<file path="src/rtl/sercom_pkg.sv">
package sercom_pkg;

  typedef enum logic [1:0] {
    PAR_ODD   = 2'd0,
    PAR_EVEN  = 2'd1,
    PAR_MARK  = 2'd2,
    PAR_SPACE = 2'd3
  } par_kind_e;

  // Packed from MSB: addr filter, long stop, extra bit, parity kind, parity on, length.
  typedef struct packed {
    logic      mp_en;
    logic      long_stop;
    logic      xb_en;
    par_kind_e par_kind;
    logic      par_en;
    logic [1:0] len_code;
  } frame_cfg_t;

  typedef enum logic [2:0] {
    LN_IDLE  = 3'd0,
    LN_START = 3'd1,
    LN_DATA  = 3'd2,
    LN_OPT   = 3'd3,
    LN_STOP  = 3'd4
  } ln_state_e;

  localparam logic [7:0] CFG_RESET = 8'h03;

  function automatic logic [7:0] len_mask(input logic [1:0] len_code);
    return 8'hFF >> (2'd3 - len_code);
  endfunction

  function automatic logic [2:0] last_idx(input logic [1:0] len_code);
    return 3'd4 + {1'b0, len_code};
  endfunction

  function automatic logic par_value(input frame_cfg_t c, input logic [7:0] d);
    logic [7:0] md;
    md = d & len_mask(c.len_code);
    case (c.par_kind)
      PAR_ODD:  return ~(^md);
      PAR_EVEN: return ^md;
      PAR_MARK: return 1'b1;
      default:  return 1'b0;
    endcase
  endfunction

endpackage

</file>
<file path="src/rtl/sercom_cfg.sv">
module sercom_cfg
  import sercom_pkg::*;
#(
  parameter int CW = 8
) (
  input  logic          clk,
  input  logic          rst_n,
  input  logic          wr,
  input  logic [CW-1:0] din,
  output logic [CW-1:0] dout
);

  logic [CW-1:0] cfg_q;
  logic [CW-1:0] cfg_d;

  always_comb begin
    cfg_d = cfg_q;
    if (wr) cfg_d = din;
  end

  always_ff @(posedge clk or negedge rst_n) begin
    if (!rst_n) cfg_q <= CW'(CFG_RESET);
    else if (wr) cfg_q <= cfg_d;
  end

  assign dout = cfg_q;

endmodule

</file>
<file path="src/rtl/sercom_tx.sv">
module sercom_tx
  import sercom_pkg::*;
#(
  parameter int OVS = 16,
  parameter int DW  = 8
) (
  input  logic       clk,
  input  logic       rst_n,
  input  logic       tick,
  input  frame_cfg_t cfg,
  input  logic       wr,
  input  logic [DW-1:0] wdata,
  input  logic       wxbit,
  output logic       busy,
  output logic       txd
);

  localparam int CNTW = $clog2(2 * OVS + 1);
  localparam logic [CNTW-1:0] BIT_LAST   = CNTW'(OVS - 1);
  localparam logic [CNTW-1:0] STOP_SHORT = CNTW'(OVS - 1);
  localparam logic [CNTW-1:0] STOP_MID   = CNTW'(OVS + OVS / 2 - 1);
  localparam logic [CNTW-1:0] STOP_LONG  = CNTW'(2 * OVS - 1);

  ln_state_e        st_q, st_d;
  logic [CNTW-1:0]  cnt_q, cnt_d;
  logic [2:0]       idx_q, idx_d;
  logic [DW-1:0]    shr_q, shr_d;
  logic             opt_q, opt_d;
  logic [CNTW-1:0]  stop_last;
  logic             has_opt;

  assign has_opt = cfg.par_en | cfg.xb_en;

  always_comb begin
    if (!cfg.long_stop)          stop_last = STOP_SHORT;
    else if (cfg.len_code == 2'd0) stop_last = STOP_MID;
    else                          stop_last = STOP_LONG;
  end

  always_comb begin
    st_d  = st_q;
    cnt_d = cnt_q;
    idx_d = idx_q;
    shr_d = shr_q;
    opt_d = opt_q;
    case (st_q)
      LN_IDLE: begin
        if (wr) begin
          st_d  = LN_START;
          cnt_d = '0;
          idx_d = '0;
          shr_d = wdata;
          opt_d = cfg.par_en ? par_value(cfg, wdata) : wxbit;
        end
      end
      LN_START: begin
        if (tick) begin
          if (cnt_q == BIT_LAST) begin
            cnt_d = '0;
            st_d  = LN_DATA;
          end else begin
            cnt_d = cnt_q + 1'b1;
          end
        end
      end
      LN_DATA: begin
        if (tick) begin
          if (cnt_q == BIT_LAST) begin
            cnt_d = '0;
            shr_d = shr_q >> 1;
            if (idx_q == last_idx(cfg.len_code)) begin
              st_d = has_opt ? LN_OPT : LN_STOP;
            end else begin
              idx_d = idx_q + 1'b1;
            end
          end else begin
            cnt_d = cnt_q + 1'b1;
          end
        end
      end
      LN_OPT: begin
        if (tick) begin
          if (cnt_q == BIT_LAST) begin
            cnt_d = '0;
            st_d  = LN_STOP;
          end else begin
            cnt_d = cnt_q + 1'b1;
          end
        end
      end
      LN_STOP: begin
        if (tick) begin
          if (cnt_q == stop_last) begin
            cnt_d = '0;
            st_d  = LN_IDLE;
          end else begin
            cnt_d = cnt_q + 1'b1;
          end
        end
      end
      default: st_d = LN_IDLE;
    endcase
  end

  always_ff @(posedge clk or negedge rst_n) begin
    if (!rst_n) begin
      st_q  <= LN_IDLE;
      cnt_q <= '0;
      idx_q <= '0;
      shr_q <= '0;
      opt_q <= 1'b0;
    end else begin
      st_q  <= st_d;
      cnt_q <= cnt_d;
      idx_q <= idx_d;
      shr_q <= shr_d;
      opt_q <= opt_d;
    end
  end

  always_comb begin
    case (st_q)
      LN_START: txd = 1'b0;
      LN_DATA:  txd = shr_q[0];
      LN_OPT:   txd = opt_q;
      default:  txd = 1'b1;
    endcase
  end

  assign busy = (st_q != LN_IDLE);

endmodule

</file>
<file path="src/rtl/sercom_rx.sv">
module sercom_rx
  import sercom_pkg::*;
#(
  parameter int OVS  = 16,
  parameter int DW   = 8,
  parameter int SYNC = 2
) (
  input  logic          clk,
  input  logic          rst_n,
  input  logic          tick,
  input  frame_cfg_t    cfg,
  input  logic          rxd,
  input  logic          rd,
  output logic [DW-1:0] data,
  output logic          xbit,
  output logic          valid,
  output logic          perr,
  output logic          ferr,
  output logic          ovr
);

  localparam int CNTW = $clog2(2 * OVS + 1);
  localparam logic [CNTW-1:0] BIT_LAST = CNTW'(OVS - 1);
  localparam logic [CNTW-1:0] HALF_CHK = CNTW'(OVS / 2 - 2);

  logic [SYNC-1:0] sync_q;
  logic            rx_s;

  ln_state_e       st_q, st_d;
  logic [CNTW-1:0] cnt_q, cnt_d;
  logic [2:0]      idx_q, idx_d;
  logic [DW-1:0]   shr_q, shr_d;
  logic            opt_q, opt_d;
  logic            done;

  logic [DW-1:0]   data_q, data_d;
  logic            xbit_q, xbit_d;
  logic            valid_q, valid_d;
  logic            perr_q, perr_d;
  logic            ferr_q, ferr_d;
  logic            ovr_q, ovr_d;

  logic            has_opt;
  logic            filt_on;
  logic            keep;
  logic [DW-1:0]   aligned;

  // Input synchronizer chain; the line idles high.
  always_ff @(posedge clk or negedge rst_n) begin
    if (!rst_n) sync_q <= '1;
    else        sync_q <= {sync_q[SYNC-2:0], rxd};
  end
  assign rx_s = sync_q[SYNC-1];

  assign has_opt = cfg.par_en | cfg.xb_en;
  assign filt_on = cfg.mp_en & cfg.xb_en & ~cfg.par_en;

  always_comb begin
    st_d  = st_q;
    cnt_d = cnt_q;
    idx_d = idx_q;
    shr_d = shr_q;
    opt_d = opt_q;
    done  = 1'b0;
    case (st_q)
      LN_IDLE: begin
        if (tick && !rx_s) begin
          st_d  = LN_START;
          cnt_d = '0;
        end
      end
      LN_START: begin
        if (tick) begin
          if (cnt_q == HALF_CHK) begin
            cnt_d = '0;
            idx_d = '0;
            st_d  = rx_s ? LN_IDLE : LN_DATA;
          end else begin
            cnt_d = cnt_q + 1'b1;
          end
        end
      end
      LN_DATA: begin
        if (tick) begin
          if (cnt_q == BIT_LAST) begin
            cnt_d = '0;
            shr_d = {rx_s, shr_q[DW-1:1]};
            if (idx_q == last_idx(cfg.len_code)) begin
              st_d = has_opt ? LN_OPT : LN_STOP;
            end else begin
              idx_d = idx_q + 1'b1;
            end
          end else begin
            cnt_d = cnt_q + 1'b1;
          end
        end
      end
      LN_OPT: begin
        if (tick) begin
          if (cnt_q == BIT_LAST) begin
            cnt_d = '0;
            opt_d = rx_s;
            st_d  = LN_STOP;
          end else begin
            cnt_d = cnt_q + 1'b1;
          end
        end
      end
      LN_STOP: begin
        if (tick) begin
          if (cnt_q == BIT_LAST) begin
            cnt_d = '0;
            done  = 1'b1;
            st_d  = LN_IDLE;
          end else begin
            cnt_d = cnt_q + 1'b1;
          end
        end
      end
      default: st_d = LN_IDLE;
    endcase
  end

  always_ff @(posedge clk or negedge rst_n) begin
    if (!rst_n) begin
      st_q  <= LN_IDLE;
      cnt_q <= '0;
      idx_q <= '0;
      shr_q <= '0;
      opt_q <= 1'b0;
    end else begin
      st_q  <= st_d;
      cnt_q <= cnt_d;
      idx_q <= idx_d;
      shr_q <= shr_d;
      opt_q <= opt_d;
    end
  end

  // Bits enter from the top, so one right shift aligns a short character.
  assign aligned = shr_q >> (2'd3 - cfg.len_code);
  assign keep    = ~filt_on | opt_q;

  always_comb begin
    data_d  = data_q;
    xbit_d  = xbit_q;
    valid_d = valid_q;
    perr_d  = perr_q;
    ferr_d  = ferr_q;
    ovr_d   = ovr_q;
    if (done && keep) begin
      data_d  = aligned;
      xbit_d  = (cfg.xb_en & ~cfg.par_en) ? opt_q : 1'b0;
      perr_d  = cfg.par_en & (opt_q != par_value(cfg, aligned));
      ferr_d  = ~rx_s;
      valid_d = 1'b1;
      ovr_d   = ~rd & (ovr_q | valid_q);
    end else if (rd) begin
      valid_d = 1'b0;
      ovr_d   = 1'b0;
    end
  end

  always_ff @(posedge clk or negedge rst_n) begin
    if (!rst_n) begin
      data_q  <= '0;
      xbit_q  <= 1'b0;
      valid_q <= 1'b0;
      perr_q  <= 1'b0;
      ferr_q  <= 1'b0;
      ovr_q   <= 1'b0;
    end else begin
      data_q  <= data_d;
      xbit_q  <= xbit_d;
      valid_q <= valid_d;
      perr_q  <= perr_d;
      ferr_q  <= ferr_d;
      ovr_q   <= ovr_d;
    end
  end

  assign data  = data_q;
  assign xbit  = xbit_q;
  assign valid = valid_q;
  assign perr  = perr_q;
  assign ferr  = ferr_q;
  assign ovr   = ovr_q;

endmodule

</file>
<file path="src/rtl/sercom_uart.sv">
module sercom_uart
  import sercom_pkg::*;
#(
  parameter int OVS = 16
) (
  input  logic       clk,
  input  logic       rst_n,
  input  logic       baud_tick,
  input  logic       cfg_wr,
  input  logic [7:0] cfg_din,
  output logic [7:0] cfg_dout,
  input  logic       tx_wr,
  input  logic [7:0] tx_data,
  input  logic       tx_xbit,
  output logic       tx_busy,
  input  logic       rx_rd,
  output logic [7:0] rx_data,
  output logic       rx_xbit,
  output logic       rx_valid,
  output logic       rx_perr,
  output logic       rx_ferr,
  output logic       rx_ovr,
  output logic       txd,
  input  logic       rxd
);

  localparam int DW = 8;

  logic [1:0]  rst_pipe_q;
  logic        rst_n_s;
  frame_cfg_t  cfg;

  // Asynchronous assertion, synchronous release.
  always_ff @(posedge clk or negedge rst_n) begin
    if (!rst_n) rst_pipe_q <= 2'b00;
    else        rst_pipe_q <= {rst_pipe_q[0], 1'b1};
  end
  assign rst_n_s = rst_pipe_q[1];

  sercom_cfg #(.CW(DW)) u_cfg (
    .clk  (clk),
    .rst_n(rst_n_s),
    .wr   (cfg_wr),
    .din  (cfg_din),
    .dout (cfg_dout)
  );

  assign cfg = frame_cfg_t'(cfg_dout);

  sercom_tx #(.OVS(OVS), .DW(DW)) u_tx (
    .clk  (clk),
    .rst_n(rst_n_s),
    .tick (baud_tick),
    .cfg  (cfg),
    .wr   (tx_wr),
    .wdata(tx_data),
    .wxbit(tx_xbit),
    .busy (tx_busy),
    .txd  (txd)
  );

  sercom_rx #(.OVS(OVS), .DW(DW), .SYNC(2)) u_rx (
    .clk  (clk),
    .rst_n(rst_n_s),
    .tick (baud_tick),
    .cfg  (cfg),
    .rxd  (rxd),
    .rd   (rx_rd),
    .data (rx_data),
    .xbit (rx_xbit),
    .valid(rx_valid),
    .perr (rx_perr),
    .ferr (rx_ferr),
    .ovr  (rx_ovr)
  );

endmodule

</file>
<file path="config.mk">
export PLATFORM = sky130hd
export DESIGN_NAME = sercom_uart
export DESIGN_NICKNAME = d
export VERILOG_FILES = /design/src/rtl/sercom_pkg.sv /design/src/rtl/sercom_cfg.sv /design/src/rtl/sercom_tx.sv /design/src/rtl/sercom_rx.sv /design/src/rtl/sercom_uart.sv
export SDC_FILE = /design/constraint.sdc
export NUM_CORES = 1
export LEC_CHECK = 0
export CAP_MARGIN = 40
export CORE_MARGIN = 3
export CORE_UTILIZATION = 40
export CTS_BUF_LIST = sky130_fd_sc_hd__clkbuf_16
export DETAILED_ROUTE_END_ITERATION = 6
export PLACE_DENSITY = 0.72
export SYNTH_ARGS = -nofsm -noshare
export SYNTH_HDL_FRONTEND = slang
export SYNTH_SLANG_ARGS = --single-unit
</file>
<file path="constraint.sdc">
create_clock -name clk -period 2.4 [get_ports clk]
set_clock_uncertainty 0.1 [all_clocks]
set_input_delay 0.48 -clock clk [delete_from_list [all_inputs] [get_ports clk]]
set_output_delay 0.48 -clock clk [all_outputs]
set_load 0.1 [all_outputs]
</file>
Word-level counts from Yosys, hierarchy flattened
Cells that the tools add are included.
{"block": "word_totals", "ff_bits": 67, "in_bits": 24, "out_inout_bits": 23}
{"block": "op_classes", "addsub": 6, "n_eq_ne": 41, "shift": 2, "mux": 65, "n_bitwise": 16, "reduce_logical": 27}
{"op": "3-bit 2-to-1 mux", "n": 30}
{"op": "6-bit 2-to-1 mux", "n": 10}
{"op": "6-bit case mux with 3 select lines", "n": 2}
{"op": "3-bit case mux with 5 select lines", "n": 2}
{"op": "2-bit by 1-bit != test with 1-bit output, second input constant", "n": 13}
{"op": "8-bit 2-to-1 mux", "n": 3}
{"op": "2-bit != test, second input constant", "n": 11}
{"op": "10-bit AND reduction", "n": 2}
{"op": "8-bit bitwise AND", "n": 2}
{"op": "8-bit case mux with 2 select lines", "n": 1}
{"op": "8-bit parity", "n": 2}
{"op": "6-bit by 1-bit adder with 6-bit output, second input constant", "n": 2}
{"op": "3-bit by 2-bit == test with 1-bit output, second input constant", "n": 4}
{"op": "6-bit by 4-bit == test with 1-bit output, second input constant", "n": 2}
{"op": "3-bit case mux with 2 select lines", "n": 2}
{"op": "4-bit AND reduction", "n": 3}
{"op": "1-bit 2-to-1 mux", "n": 9}
{"op": "1-bit case mux with 3 select lines", "n": 3}
{"op": "3-bit nonzero test", "n": 3}
{"op": "8-bit by 2-bit >> shifter with 8-bit output", "n": 1}
{"op": "8-bit by 2-bit >> shifter with 8-bit output, first input constant", "n": 1}
{"op": "3-bit by 1-bit adder with 3-bit output, second input constant", "n": 2}
{"op": "3-bit by 1-bit == test with 1-bit output, second input constant", "n": 2}
{"op": "3-bit == test", "n": 2}
{"op": "24 further kinds", "n": 43}

Depth between registers and ports, before layout
Gate-level depths: netlist of run 1.
{"block": "depth", "ltp_word": 9, "ltp_mapped": 8}

Hierarchy
A second synthesis of run 1 with hierarchy kept.
{"block": "hier_totals", "cells_unflattened": 376, "area_unflattened_um2": 3796.1}
{"mod": "sercom_rx", "instances": 1, "cells_per_inst": 215, "area_each_um2": 2001.9, "seq_area_each_um2": 903.4}
{"mod": "sercom_tx", "instances": 1, "cells_per_inst": 141, "area_each_um2": 1406.3, "seq_area_each_um2": 525.5}
{"mod": "sercom_cfg", "instances": 1, "cells_per_inst": 17, "area_each_um2": 334.1, "seq_area_each_um2": 202.7}
{"mod": "sercom_uart", "instances": 1, "cells_per_inst": 3, "area_each_um2": 53.8, "seq_area_each_um2": 50.0}

Worst setup path after synthesis of run 1
OpenSTA, ideal clock, no wires.
{"block": "synth_timing", "kind": "register to register", "start": "reg u_cfg.cfg_q[0], in the netlist u_cfg.dout[0]", "end": "reg u_rx.perr_q, in the netlist u_rx.perr", "t_arrival_ps": 2409, "t_required_ps": 2219, "slack_ps": -190, "stages_incl_launch_ff": 7, "path_buffers": 1, "synth_period_minus_slack_ps": 2590, "cell_sequence": "dfstp_2 -> buf_2 -> mux4_2 -> xor2_1 -> xnor2_1 -> mux2i_1 -> mux2i_1"}
{"block": "synth_via", "elab_chain_cells": 9}
{"item": "from (decl)", "line_no": "sercom_cfg.sv:13", "rtl": "logic [CW-1:0] cfg_q;"}
{"item": "from (signal assigned)", "line_no": "sercom_cfg.sv:22", "rtl": "if (!rst_n) cfg_q <= CW'(CFG_RESET);"}
{"item": "from (signal assigned)", "line_no": "sercom_cfg.sv:23", "rtl": "else if (wr) cfg_q <= cfg_d;"}
{"item": "2-bit subtractor (*)", "line_no": "sercom_pkg.sv:31, sercom_rx.sv:141"}
{"item": "8-bit by 2-bit >> shifter with 8-bit output, on equally long branches", "line_no": "sercom_rx.sv:141, sercom_pkg.sv:31"}
{"item": "8-bit bitwise AND (*)", "line_no": "sercom_pkg.sv:40", "rtl": "md = d & len_mask(c.len_code);"}
{"item": "8-bit parity (*)", "line_no": "sercom_pkg.sv:42, sercom_pkg.sv:43"}
{"item": "1-bit NOT", "line_no": "sercom_pkg.sv:42", "rtl": "PAR_ODD: return ~(^md);"}
{"item": "1-bit case mux with 3 select lines (*)", "line_no": "sercom_pkg.sv:41", "rtl": "case (c.par_kind)"}
{"item": "1-bit 2-to-1 mux (*)", "line_no": "sercom_rx.sv:151", "rtl": "if (done && keep) begin"}
{"item": "1-bit != test (*)", "line_no": "sercom_rx.sv:154", "rtl": "perr_d = cfg.par_en & (opt_q != par_value(cfg, aligned));"}
{"item": "1-bit bitwise AND (*)", "line_no": "sercom_rx.sv:154"}
{"item": "to (signal assigned)", "line_no": "sercom_rx.sv:176", "rtl": "perr_q <= perr_d;"}
{"item": "to (decl)", "line_no": "sercom_rx.sv:39", "rtl": "logic perr_q, perr_d;"}
Mark *: on every way between the ends. The rest lies on a longest branch, timed or not. The select of a mux whose other input is x is not followed.
A chain may end at the register's enable or synchronous reset.

Worst setup path after layout of run 1
{"block": "layout_timing", "start": "reg u_rx.cnt_q[4]", "end": "reg u_rx.st_q[0]"}
{"block": "layout_via", "elab_chain_cells": 3}
{"item": "from (decl)", "line_no": "sercom_rx.sv:30", "rtl": "logic [CNTW-1:0] cnt_q, cnt_d;"}
{"item": "from (signal assigned)", "line_no": "sercom_rx.sv:133", "rtl": "cnt_q <= cnt_d;"}
{"item": "6-bit by 4-bit == test with 1-bit output or 6-bit by 3-bit == test with 1-bit output (tied branches)"}
{"item": "2-bit by 1-bit != test with 1-bit output (no line)"}
{"item": "10-bit AND reduction (no line) (*)"}
{"item": "to (signal assigned)", "line_no": "sercom_rx.sv:132", "rtl": "st_q <= st_d;"}
{"item": "to (decl)", "line_no": "sercom_rx.sv:29", "rtl": "ln_state_e st_q, st_d;"}
Mark *: on every way between the ends. The rest lies on a longest branch, timed or not.

==> out/metrics.csv, run 1 <==
metric,value,unit
fmax,438,MHz
power.internal,2.58,mW
grt_pass1_wl,14.0,mm
post_cts_buffers,0,
path_max_fanout,4,
ff_latch_area,0.00169,mm^2
synthFlopType,dfrtp_1,
grt_max_degree,66,
grt_overflow,0,
drtPass1Iterations,4,
min_period,2280,ps
nets,463,
multi_input_area,0.00191,mm^2
syn_nets,405,
maxSlewViolCount,0,
portBuffers,46,
wl_per_cell,15.1,um
synth_seq_cells,67,
ys.warnings.count,0,
synthSimpleGateAreaFrac,0.170,
critical-path-slowest-cell,or4_4,
antenna_found_initial,0,
grt_pass1_vias,2913,
final_common_cell,dfrtp_1,
nFillCells,779,
clkPwrFrac,0.338,
cts-root-buf,clkbuf_16,
first_iter_violations,129,
cts_sinks,67,
worstSetupEndpointType,register,
numCtsBuffers,9,
hold_ws,211,ps
cp.buffers_inverters,0,
worstMarginPinSlew,845,ps
placed_cells,531,
muxShareOfSynthArea,0.130,
yosysSeqAreaShare,0.451,
place.gp.congestion,0.825,
critPathTopFamily,simple AND/OR/NAND/NOR gates,
sw_frac_of_total,0.328,
viasPerCell,5.45,
htreeDepth,3,
dieArea,0.0105,mm^2
p_leak,2.13,nW
setup-violations-final,0,
areaGrowthSynthToFinish,25.3,%
crit_chain,or3b_4 > o31a_1 > or4_4 > nand3b_2 > nand2_2 > mux2_4,
path_clk_slew,50,ps
cts_tree,done,
worst_ir_drop_vdd,0.411,mV
num_antenna_cells,0,
rows,34,
worst-endpoint-required,2510,ps
ys_types,63,
vias,2982,
drc,0,
syn-cell-area,0.00373,mm^2
cts_buffer_depth,2,
rsz0062_at_grt,no,
synthXorXnorAreaFrac,0.0436,
final_cell_mix,"dfrtp_1 (62), nand2_1 (38), buf_4 (38)",
maxCapViolations,0,
tns,0,ps
drtAntennaViolNets,0,
synth_edf_count,0,
syn_inst,376,
synthArstFlopShare,1.00,
synth_top_family_by_area,simple AND/OR/NAND/NOR gates,
final_layout_size_suffix_gt1_frac,0.230,
worst_ep_arrival_time,2390,ps
seqPwrFrac,0.395,
timing.final.crit_share,0.951,
final_cells,547,
avgSynthCellArea,9.92,um^2
worstSetupPathType,reg2reg,
pin_count,47,
synth-compound-area-share,0.151,
hold_class,in2async,
pwr-share-comb,0.268,
drt_wl_total,8.27,mm
slowest_delay,490,ps
p_per_area,820,mW/mm^2
die_h,103,um
start_util,0.420,
fp.dieW,103,um
clkLatencyLatePin,330,ps
synth_fa_ha_area_frac,0.0168,
switchingPower,1.26,mW
fp.coreArea,0.00889,mm^2
gr-usage-all-layers,0.168,
hold_viol_final,0,
setup.worst_path.start_class,register,
fin_util,0.526,
dp_hpwl,5.84,mm
run_status,"finished, final reports clean",
slew-limit-headroom,0.436,
-- area by class of cell --
type                       count  share of cell area
timing repair buffer          66               0.130
multi-input combinational    280               0.409
inverter                      10             0.00803
tap                          108              0.0289
clock inverter                 7              0.0150
clock buffer                   9              0.0482
sequential                    67               0.362
-- worst paths after layout --
check / start / end / slack (ps) / cells past startpoint
hold reg to reg: rst_pipe_q[0] / rst_pipe_q[1] / 250 / 0
hold / removal: rst_n / rst_pipe_q[0] / 210 / 1
max in group asynchronous: rst_pipe_q[1] / u_rx.cnt_q[2] / 1300 / 1
setup / recovery: u_rx.cnt_q[4] / u_rx.st_q[0] / 120 / 6
setup reg to reg: u_rx.cnt_q[4] / u_rx.st_q[0] / 120 / 6
min in group clk: rst_pipe_q[0] / rst_pipe_q[1] / 250 / 0
-- flip-flops by register name (all words and copies together), names as in the netlist --
signal and count:
u_rx.valid 1, rst_pipe_q 2, u_tx.opt_q 1, u_tx.idx_q 3, u_tx.shr_q 8, u_rx.data 8
u_rx.sync_q 2, u_rx.ovr 1, u_rx.cnt_q 6, u_tx.cnt_q 6, u_rx.ferr 1, u_rx.idx_q 3
u_tx.st_q 3, u_rx.perr 1, u_rx.st_q 3, u_rx.shr_q 8, u_rx.xbit 1, u_rx.opt_q 1
u_cfg.dout 8
-- per-layer routing --
metal  share of wire  vias up  track usage
met5               0        -            0
met4           0.011        0       0.0454
met3           0.056       10       0.0372
met2            0.46       75        0.257
met1            0.47     1443        0.242
li1                -     1454            -
-- worst register-to-register path, cell delays in order, from the launching register on --
cell	delay, ps
dfrtp_1	370
or3b_4	420
o31a_1	290
or4_4	490
nand3b_2	110
nand2_2	70
mux2_4	310
-- metrics by stage --
step	cell area (um^2)	power [mW]	worst slack [ps]
floorplan	3740	2.26	16.8
global placement	4380	2.51	12.5
detailed placement	4380	2.55	-37.7
CTS	4670	3.86	97.3
global route	4680	4.06	31.7
finish	4680	3.83	118
-- synthesized netlist by cell type (4+ instances only) --
master    number  area (um^2)
dfrtp_1       63         1580
nand2_1       38          143
o21ai_0       30          150
nor2_1        28          105
mux2_2        21          236
mux2i_1       21          210
a21oi_1       18         90.1
xnor2_1       13          114
clkbuf_1      11         41.3
nand3_1       11         55.1
inv_1         10         37.5
nor3_1         7         35.0
o31ai_1        7         52.6
a21o_1         6         45.0
buf_2          5         25.0
ha_1           5         62.6
nor2b_1        5         31.3
dfstp_2        4          105
nand2b_1       4         25.0
or2_2          4         25.0
or3_1          4         25.0
-- timing repair --
item                                    in CTS  in global routing
hold buffers                                 0                  0
gates resized for setup                      0                  1
endpoints found under the setup margin       0                  1
-- power by group through the flow --
stage	sequential (mW)	clock (mW)	combinational [mW]
final	1.51	1.29	1.03
after global routing	1.55	1.38	1.14
after CTS	1.51	1.32	1.03
after detailed placement	1.53	0	1.03
after global placement	1.52	0	0.983
after floorplan	1.56	0	0.695
-- cell families after synthesis --
kind of cell,Yosys count
mux,44
compound gates,89
fa+ha+maj,5
xor+xnor,17
buf+inv,29
simple gates,124
flops,67
other cells,1
Note: power is estimated with default switching activity, not from simulation.
==> run 2, diff against run 1 <==
CTS_BUF_LIST = sky130_fd_sc_hd__clkbuf_8 sky130_fd_sc_hd__clkbuf_16   (was sky130_fd_sc_hd__clkbuf_16)
==> run 2 against run 1 <==
  * Cell count stayed put
  * First-iteration DRC count rose by 4.7%
  * Critical path type unchanged
  * Sequential cell count is the same
  * Count of clock-buffer cells in the layout increased by 1
==> out/metrics.csv, run 2 (synthesized netlist as in run 1, its figures left out) <==
metric,value,unit
start_util,0.420,
seqPwrFrac,0.433,
cts_resized,0,
antenna_found_initial,0,
maxSlewViolCount,0,
worst_ir_drop_vdd,0.523,mV
cts_sinks,67,
worst_ep_arrival_time,2420,ps
nets,463,
final_common_cell,dfrtp_1,
switchingPower,1.21,mW
fp.coreArea,0.00889,mm^2
path_max_fanout,4,
final_layout_size_suffix_gt1_frac,0.232,
cts_buffer_depth,2,
sw_frac_of_total,0.346,
grt_pass1_vias,2896,
first_iter_violations,135,
worstMarginPinSlew,841,ps
cts_tree,done,
rsz0062_at_grt,no,
htreeDepth,3,
drc,0,
clkPwrFrac,0.274,
slew-limit-headroom,0.440,
rows,34,
dp_hpwl,5.84,mm
drtAntennaViolNets,0,
hold_class,in2async,
viasPerCell,5.45,
setup.worst_path.start_class,register,
ctsHoldBuffers,0,
timing.final.crit_share,0.955,
portBuffers,46,
run_status,"finished, final reports clean",
gr-usage-all-layers,0.167,
p_leak,2.08,nW
vias,2982,
min_period,2290,ps
met3_usage,0.0440,
grt_max_degree,66,
placed_area,0.00438,mm^2
worstSetupEndpointType,register,
dieArea,0.0105,mm^2
maxCapViolations,0,
grt.busiest_layer,met2,
cts-root-buf,clkbuf_8,
worst-endpoint-required,2520,ps
num_antenna_cells,0,
path_clk_slew,70,ps
fmax,436,MHz
final_cell_mix,"dfrtp_1 (62), buf_4 (39), nand2_1 (38)",
setup-violations-final,0,
grtUsageMet2,0.248,
hold_viol_final,0,
hold_ws,190,ps
fp.dieW,103,um
drtPass1Iterations,5,
wl_per_cell,15.0,um
numCtsBuffers,9,
pwr-share-comb,0.293,
drt_wl_total,8.18,mm
clkLatencyLatePin,340,ps
worstSetupPathType,reg2reg,
grt_pass1_wl,13.8,mm
post_cts_buffers,0,
grt_overflow,0,
place.gp.congestion,0.825,
areaGrowthSynthToFinish,22.8,%
die_h,103,um
gr-usage-met1,0.243,
p_per_area,761,mW/mm^2
pin_count,47,
design_area,0.00458,mm^2
power.internal,2.28,mW
[run 2: cell types whose count changed in the layout (fill, tap and decap cells not counted), sizes merged]
cell,previous run,this run
clkinv,3,2
clkbuf,9,10
[run 2: stage by stage]
step	cells	power [mW]	TNS [ps]	setup slack [ps]	util
floorplan	376	2.26	0	16.8	-
global placement	531	2.51	0	12.5	0.492
detailed placement	531	2.55	-277	-37.7	0.492
CTS	547	3.52	0	122	0.515
global route	547	3.72	0	45.2	0.515
finish	547	3.49	0	108	0.515
[run 2: power by group through the flow]
stage	combinational [mW]	clock [mW]	sequential, mW
after floorplan	0.695	0	1.56
after global placement	0.983	0	1.52
after detailed placement	1.03	0	1.53
after CTS	1.03	0.986	1.51
after global routing	1.13	1.04	1.54
final	1.02	0.954	1.51
[run 2: critical path, cell delays in order, from the launching register on]
cell      delay, ps
dfrtp_1         380
or3b_4          420
o31a_1          290
or4_4           490
nand3b_2        120
nand2_2          70
mux2_4          310
[run 2: metal layers]
layer,vias to the layer above,routed length [um]
met1,1440,3870
met4,0,84
li1,1455,-
met5,-,0
met2,75,3810
met3,12,416
[run 2: final cells by class]
cell class	count	area, um^2
Clock buffer	10	138
Clock inverter	6	66.3
Fill cell	792	4310
Inverter	10	37.5
Multi-Input combinational cell	280	1910
Sequential cell	67	1690
Tap cell	108	135
Timing Repair Buffer	66	603
[run 2: worst paths after layout]
kind                               startpoint       endpoint  slack (ps)  cells after the start
worst max-delay path            u_rx.cnt_q[4]   u_rx.st_q[0]         110                      6
worst min-delay path                    rst_n  rst_pipe_q[0]         190                      1
worst max register to register  u_rx.cnt_q[4]   u_rx.st_q[0]         110                      6
worst min register to register  rst_pipe_q[0]  rst_pipe_q[1]         260                      0
max in group asynchronous       rst_pipe_q[1]  u_cfg.dout[7]        1300                      1
min in group clk                rst_pipe_q[0]  rst_pipe_q[1]         260                      0
